## config.mk

```make
export PLATFORM = sky130hd
export DESIGN_NAME = octal_switch_ctrl
export DESIGN_NICKNAME = d
export VERILOG_FILES = /design/src/rtl/sw_pkg.sv /design/src/rtl/sw_regs.sv /design/src/rtl/sw_cmd_route.sv /design/src/rtl/sw_channel.sv /design/src/rtl/octal_switch_ctrl.sv
export SDC_FILE = /design/constraint.sdc
export NUM_CORES = 1
export LEC_CHECK = 0
export ABC_AREA = 1
export BUFFER_PORTS_ARGS = -buffer_cell sky130_fd_sc_hd__buf_2
export CAP_MARGIN = 20
export CELL_PAD_IN_SITES_DETAIL_PLACEMENT = 2
export CELL_PAD_IN_SITES_GLOBAL_PLACEMENT = 2
export CORE_ASPECT_RATIO = 0.7
export CORE_MARGIN = 4
export CORE_UTILIZATION = 36
export DETAILED_ROUTE_END_ITERATION = 10
export PLACE_DENSITY = 0.87
export SYNTH_ARGS = -nofsm -noshare
export SYNTH_HDL_FRONTEND = slang
export SYNTH_SLANG_ARGS = --single-unit
```

## constraint.sdc

```tcl
create_clock -name clk -period 2.7 [get_ports clk]
set_input_delay 0.405 -clock clk [delete_from_list [all_inputs] [get_ports clk]]
set_output_delay 0.405 -clock clk [all_outputs]
set_load 0.05 [all_outputs]
```

## src/rtl/sw_pkg.sv

```systemverilog
package sw_pkg;
    typedef enum logic [1:0] {
        CH_OFF   = 2'd0,
        CH_ON    = 2'd1,
        CH_LIMIT = 2'd2,
        CH_LATCH = 2'd3
    } ch_state_t;
endpackage

```

## src/rtl/sw_regs.sv

```systemverilog
module sw_regs #(
    parameter int N_CH    = 8,
    parameter int N_PAR   = 4,
    parameter int DEF_MAP = 3,
    localparam int MAP_W  = $clog2(N_CH)
) (
    input  logic             clk,
    input  logic             rst_n,
    input  logic             onoff_we,
    input  logic [N_CH-1:0]  onoff_wdata,
    input  logic             cfg_we,
    input  logic [N_CH-1:0]  cfg_mode,
    input  logic [MAP_W-1:0] cfg_map,
    input  logic [N_PAR-1:0] cfg_par_en,
    input  logic             flt_rd,
    input  logic [N_CH-1:0]  flt_cond,
    output logic [N_CH-1:0]  onoff_q,
    output logic [N_CH-1:0]  mode_q,
    output logic [MAP_W-1:0] map_q,
    output logic [N_PAR-1:0] pen_q,
    output logic [N_CH-1:0]  fault_q
);
    always_ff @(posedge clk or negedge rst_n) begin
        if (!rst_n) begin
            onoff_q <= '0;
            mode_q  <= '0;
            map_q   <= MAP_W'(DEF_MAP);
            pen_q   <= '1;
            fault_q <= '0;
        end else begin
            if (onoff_we) onoff_q <= onoff_wdata;
            if (cfg_we) begin
                mode_q <= cfg_mode;
                map_q  <= cfg_map;
                pen_q  <= cfg_par_en;
            end
            fault_q <= (fault_q & ~{N_CH{flt_rd}}) | flt_cond;
        end
    end

    AST_FAULT_STICKY: assert property (@(posedge clk) disable iff (!rst_n)
        !flt_rd |=> ((fault_q & $past(fault_q)) == $past(fault_q)));
    AST_ONOFF_HOLD: assert property (@(posedge clk) disable iff (!rst_n)
        !onoff_we |=> $stable(onoff_q));
endmodule

```

## src/rtl/sw_cmd_route.sv

```systemverilog
module sw_cmd_route #(
    parameter int N_CH   = 8,
    parameter int N_PAR  = 4,
    localparam int MAP_W = $clog2(N_CH)
) (
    input  logic             pol,
    input  logic [N_PAR-1:0] par_in,
    input  logic [N_PAR-1:0] pen_q,
    input  logic [MAP_W-1:0] map_q,
    input  logic [N_CH-1:0]  onoff_q,
    output logic [N_CH-1:0]  cmd
);
    localparam int LAST = N_PAR - 1;

    logic [N_PAR-1:0] act;
    assign act = pol ? par_in : ~par_in;

    for (genvar k = 0; k < N_CH; k++) begin : g_ch
        logic mapped;
        assign mapped = pen_q[LAST] && (map_q == MAP_W'(k));
        if (k < LAST) begin : g_direct
            always_comb begin
                if (mapped)        cmd[k] = act[LAST];
                else if (pen_q[k]) cmd[k] = act[k];
                else               cmd[k] = onoff_q[k];
            end
        end else begin : g_serial
            always_comb begin
                if (mapped) cmd[k] = act[LAST];
                else        cmd[k] = onoff_q[k];
            end
        end
    end
endmodule

```

## src/rtl/sw_channel.sv

```systemverilog
module sw_channel
    import sw_pkg::*;
#(
    parameter int FILT_CYC = 64,
    parameter int SHDN_CYC = 200,
    localparam int MAXC    = (FILT_CYC > SHDN_CYC) ? FILT_CYC : SHDN_CYC,
    localparam int CW      = $clog2(MAXC + 1)
) (
    input  logic clk,
    input  logic rst_n,
    input  logic cmd,
    input  logic mode,
    input  logic ilim,
    input  logic otemp,
    output logic gate,
    output logic flt_cond
);
    ch_state_t     st, nxt;
    logic [CW-1:0] cnt, cnt_nxt;
    logic          cmd_d;
    logic [CW:0]   cnt_inc, thr;
    logic          over, rise;

    assign cnt_inc = {1'b0, cnt} + (CW+1)'(1);
    assign thr     = mode ? (CW+1)'(SHDN_CYC) : (CW+1)'(FILT_CYC);
    assign over    = ((st == CH_ON) || (st == CH_LIMIT)) && ilim && (cnt_inc >= thr);
    assign rise    = cmd && !cmd_d;

    always_comb begin
        nxt = st;
        unique case (st)
            CH_OFF:   if (cmd) nxt = CH_ON;
            CH_ON: begin
                if (!cmd)              nxt = CH_OFF;
                else if (over && mode) nxt = CH_LATCH;
                else if (ilim)         nxt = CH_LIMIT;
            end
            CH_LIMIT: begin
                if (!cmd)              nxt = CH_OFF;
                else if (over && mode) nxt = CH_LATCH;
                else if (!ilim)        nxt = CH_ON;
            end
            CH_LATCH: if (rise) nxt = CH_ON;
        endcase
        if (nxt != CH_LIMIT)
            cnt_nxt = '0;
        else if (cnt_inc > (CW+1)'(MAXC))
            cnt_nxt = cnt;
        else
            cnt_nxt = cnt_inc[CW-1:0];
    end

    always_ff @(posedge clk or negedge rst_n) begin
        if (!rst_n) begin
            st    <= CH_OFF;
            cnt   <= '0;
            cmd_d <= 1'b0;
        end else begin
            st    <= nxt;
            cnt   <= cnt_nxt;
            cmd_d <= cmd;
        end
    end

    always_comb begin
        gate     = ((st == CH_ON) || (st == CH_LIMIT)) && !otemp;
        flt_cond = over || (st == CH_LATCH) || (otemp && cmd);
    end

    AST_LIMIT_ONLY_NO_TRIP: assert property (@(posedge clk) disable iff (!rst_n)
        (!mode && st != CH_LATCH) |=> (st != CH_LATCH));
    AST_TRIP_GATE_OFF: assert property (@(posedge clk) disable iff (!rst_n)
        (mode && over && cmd) |=> (st == CH_LATCH && !gate));
    AST_LATCH_HOLD: assert property (@(posedge clk) disable iff (!rst_n)
        (st == CH_LATCH && !rise) |=> (st == CH_LATCH));
    AST_CNT_IDLE_ZERO: assert property (@(posedge clk) disable iff (!rst_n)
        (st != CH_LIMIT) |-> (cnt == '0));
endmodule

```

## src/rtl/octal_switch_ctrl.sv

```systemverilog
module octal_switch_ctrl #(
    parameter int N_CH     = 8,
    parameter int N_PAR    = 4,
    parameter int FILT_CYC = 64,
    parameter int SHDN_CYC = 200,
    parameter int DEF_MAP  = 3
) (
    input  logic                    clk,
    input  logic                    rst_n,
    input  logic                    pol,
    input  logic [N_PAR-1:0]        par_in,
    input  logic                    onoff_we,
    input  logic [N_CH-1:0]         onoff_wdata,
    input  logic                    cfg_we,
    input  logic [N_CH-1:0]         cfg_mode,
    input  logic [$clog2(N_CH)-1:0] cfg_map,
    input  logic [N_PAR-1:0]        cfg_par_en,
    input  logic                    flt_rd,
    input  logic [N_CH-1:0]         ilim,
    input  logic [N_CH-1:0]         otemp,
    output logic [N_CH-1:0]         gate_en,
    output logic [N_CH-1:0]         fault_reg,
    output logic                    fault_n
);
    localparam int MAP_W = $clog2(N_CH);

    logic [N_CH-1:0]  onoff_q, mode_q, cmd, flt_cond;
    logic [MAP_W-1:0] map_q;
    logic [N_PAR-1:0] pen_q;

    sw_regs #(.N_CH(N_CH), .N_PAR(N_PAR), .DEF_MAP(DEF_MAP)) i_regs (
        .clk(clk), .rst_n(rst_n),
        .onoff_we(onoff_we), .onoff_wdata(onoff_wdata),
        .cfg_we(cfg_we), .cfg_mode(cfg_mode), .cfg_map(cfg_map), .cfg_par_en(cfg_par_en),
        .flt_rd(flt_rd), .flt_cond(flt_cond),
        .onoff_q(onoff_q), .mode_q(mode_q), .map_q(map_q), .pen_q(pen_q),
        .fault_q(fault_reg)
    );

    sw_cmd_route #(.N_CH(N_CH), .N_PAR(N_PAR)) i_route (
        .pol(pol), .par_in(par_in), .pen_q(pen_q), .map_q(map_q),
        .onoff_q(onoff_q), .cmd(cmd)
    );

    for (genvar k = 0; k < N_CH; k++) begin : g_chan
        sw_channel #(.FILT_CYC(FILT_CYC), .SHDN_CYC(SHDN_CYC)) i_chan (
            .clk(clk), .rst_n(rst_n), .cmd(cmd[k]), .mode(mode_q[k]),
            .ilim(ilim[k]), .otemp(otemp[k]),
            .gate(gate_en[k]), .flt_cond(flt_cond[k])
        );
    end

    assign fault_n = ~|fault_reg;

    AST_RESET_GATES_OFF: assert property (@(posedge clk)
        !rst_n |-> (gate_en == '0));
    AST_HOT_GATE_OFF: assert property (@(posedge clk) disable iff (!rst_n)
        ((otemp & gate_en) == '0));
endmodule

```

==> impl_metrics.py <==
metrics = {
    "hold_path": {
        "hold_path_end": "i_regs.mode_q[6]$_DFFE_PN0P_",
        "worstHoldPathType": "input port to register",
        "min_from": "cfg_mode[6]",
        "min_path_cells": 3,
    },
    "pwr": {
        "vdd_ir_drop_max_uv": 518,
        "p_seq_frac": 0.282,
        "p_switching_mw": 3.73,
        "combPwrFrac": 0.397,
        "finalPower_mw": 8.53,
        "p_int_mw": 4.80,
        "power_frac_clock": 0.321,
        "power_density_nw_per_um2": 805,
        "switching_share": 0.437,
        "p_leak_nw": 5.11,
    },
    "grt": {
        "first_global_vias": 8883,
        "antenna_found_initial": 1,
        "grt_max_degree": 58,
        "grt_util_all_layers": 0.234,
        "grt-ovfl-total": 0,
        "grt_pass1_wl_mm": 48.3,
    },
    "detailed_routing": {
        "wl_per_cell_um": 22.5,
        "dr.pass1.iters": 5,
        "drc_errors": 0,
        "drt_iter0_markers": 467,
        "postRouteAntennaNets": 0,
        "drt_wl_total_mm": 35.6,
        "vias": 8267,
        "viasPerCell": 5.24,
    },
    "setup_path": {
        "required_ps": 3020,
        "r2r_slack_ps": -330,
        "criticalPathCategory": "register to register",
        "r2r-end": "g_chan[1].i_chan.cnt[3]$_DFFE_PN0P_",
        "arrival_ps": 3350,
        "crit_family": "simple AND/OR/NAND/NOR gates",
        "reg2reg_depth": 18,
        "cp_slowest_stage_delay_ps": 480,
        "cp-start-kind": "register",
        "slowest_stage": "dfrtp_2",
        "crit-reg2reg-launch": "g_chan[1].i_chan.cnt[0]$_DFFE_PN0P_",
        "crit_fanout": 5,
        "cp_num_buf_inv": 3,
        "crit_chain": "nand3_4, inv_2, nand4_1, xor2_2, inv_1, ha_1, inv_1, nor2_1, o21ai_1, nand2_1, nand3_2, nand2_1, nand2_1, nand2_1, nand2_1, nand2_2, nand2_4, nor3_1",
        "path_common_cell": "nand2_1",
        "worstSetupEndpointType": "register",
        "critPathLaunch": "g_chan[1].i_chan.cnt[0]$_DFFE_PN0P_",
    },
    "place": {
        "numPortBuffers": 65,
        "post-place-ws_ps": -5.79,
        "dp.final_hpwl_mm": 20.1,
        "dp.cells": 1498,
        "gp_congestion": 0.827,
    },
    "timing": {
        "timing.final.hold_violations": 0,
        "relSlewSlack": 0.513,
        "worst_slack_ps": -330,
        "fin_crit_sh": 1.12,
        "fin_tns_setup_ps": -1320,
        "maxSlewViolCount": 0,
        "fin_hold_ws_ps": 160,
        "setup_viol": 12,
        "finalCriticalPeriod_ps": 3030,
        "fmax_mhz": 330,
        "rsz0062_at_grt": "yes",
        "tightestPinTransition_ps": 722,
        "fin_skew_ps": 6.48,
    },
    "logic_synthesis": {
        "synth.avg_cell_area_um2": 7.59,
        "synthCells": 1131,
        "synth_common_cells": "nand2_1 (256), inv_1 (197), dfrtp_1 (113)",
        "yosys_warnings": 0,
        "synth_cell_types": 42,
        "async_reset_ff_frac": 1.00,
        "synth_top_cell_by_area": "dfrtp_1",
        "netlist.area_leader.share": 0.329,
        "synth_top_cells_by_area": "dfrtp_1 (33%), nand2_1 (11%), ha_1 (9.3%)",
        "synth.most_common_cell": "nand2_1",
        "synth_ff_type": "dfrtp_1",
        "synth_edf_count": 0,
        "syn_area_um2": 8590,
        "synth_seq_cells": 119,
        "synth_nets": 1244,
        "yosysSeqAreaShare": 0.348,
    },
    "clock_network": {
        "cts_tree": "yes",
        "cts_buffer_depth": 2,
        "cts_root_buf": "clkbuf_16",
        "clk_latency_ps": 450,
        "htreeDepth": 4,
        "cts-buffers-inserted": 17,
        "path_clk_slew_ps": 60,
        "cts_sinks": 119,
    },
    "floorplanning": {
        "die_width_um": 193,
        "coreArea_um2": 23100,
        "io_pins": 66,
        "initial_core_util": 0.372,
        "rows": 46,
        "die_y_um": 137,
        "fp.dieArea_um2": 26400,
    },
    "final_layout": {
        "drive_gt1_frac": 0.275,
        "antenna_cells": 0,
        "final.fill_count": 2641,
        "final_cells": 1578,
        "nets": 1366,
        "synthToLayoutAreaGrowth_pct": 23.4,
    },
    "run": {
        "cap_violations": 0,
    },
    "outcome": {
        "violations": "setup timing",
        "status": "finished with violations",
    },
}
-- cell families (layout without fill, tap and decap cells) --
| kind of cell | after synthesis | count (layout) | synth area share |
|---|---|---|---|
| fa+ha+maj | 64 | 64 | 0.0932 |
| flops | 119 | 119 | 0.348 |
| xor+xnor | 45 | 45 | 0.0494 |
| compound gates | 155 | 155 | 0.116 |
| buf+inv | 228 | 362 | 0.108 |
| simple gates | 514 | 515 | 0.278 |
| mux | 6 | 6 | 0.00772 |
-- placed cells by master (no fill, tap or decap), types with 46 or more instances in the layout --
cell,count
nand2_1,249
inv_1,195
dfrtp_1,90
nor2_1,89
o21ai_0,74
buf_2,64
ha_1,63
buf_4,56
nor2_2,52
nand3_1,46
-- metal layers --
| metal | part of all wire | global-route usage | vias up |
|---|---|---|---|
| li1 | - | - | 3774 |
| met5 | 0 | 0 | - |
| met1 | 0.41 | 0.291 | 4229 |
| met3 | 0.035 | 0.0438 | 80 |
| met4 | 0.032 | 0.0693 | 0 |
| met2 | 0.52 | 0.416 | 184 |
-- area by class of cell --
cell class / count / area, um^2 / share of cell area
clock buffers: 20 / 457 / 0.0431
multi-input cells: 785 / 4950 / 0.467
repair buffers: 123 / 782 / 0.0738
clock inverters: 12 / 224 / 0.0211
well taps: 312 / 390 / 0.0368
inverters: 207 / 777 / 0.0733
flip-flops and latches: 119 / 3010 / 0.285
-- per-stage QoR --
stage           util  area (um^2)
6_report       0.459        10600
3_5_place_dp   0.401         9250
2_1_floorplan      -         8590
3_3_place_gp   0.401         9250
5_1_grt        0.459        10600
4_1_cts        0.436        10100
-- worst min-delay path, stage by stage --
cell	delay [ps]
buf_2	70
nand2_1	40
o21ai_0	60
-- worst max path at each step --
stage | endpoint | slack, ps | cells after the start
final | g_chan[1].i_chan.cnt[3]$_DFFE_PN0P_ | -330 | 18
after global routing | g_chan[1].i_chan.cnt[3]$_DFFE_PN0P_ | -470 | 18
after CTS | g_chan[4].i_chan.cnt[6]$_DFFE_PN0P_ | 1 | 16
after detailed placement | g_chan[5].i_chan.cnt[0]$_DFFE_PN0P_ | -6 | 17
after global placement | g_chan[5].i_chan.cnt[0]$_DFFE_PN0P_ | 170 | 17
after floorplan | fault_n | 60 | 3
-- flip-flops by register name, summed over array words and instances (netlist names) --
register,flops
i_regs.map_q,3
i_regs.pen_q,4
g_chan.i_chan.st,16
i_regs.onoff_q,8
g_chan.i_chan.cnt,64
i_regs.fault_q,8
g_chan.i_chan.cmd_d,8
i_regs.mode_q,8
-- power by group through the flow --
stage	clock network (mW)	logic, mW	registers (mW)
6_report	2.74	3.38	2.41
5_1_grt	2.86	3.69	2.44
4_1_cts	2.77	2.97	2.38
3_5_place_dp	0	2.85	2.39
3_3_place_gp	0	2.70	2.37
2_1_floorplan	0	1.97	2.45
-- repair_timing --
action	in CTS	in global routing
setup endpoints to repair	51	69
setup buffers	5	41
hold buffers	1	0
gates cloned	0	1
hold endpoints to repair	51	0
pin swaps	4	26
gates resized for setup	15	62
(Power assumes the default switching activity.)
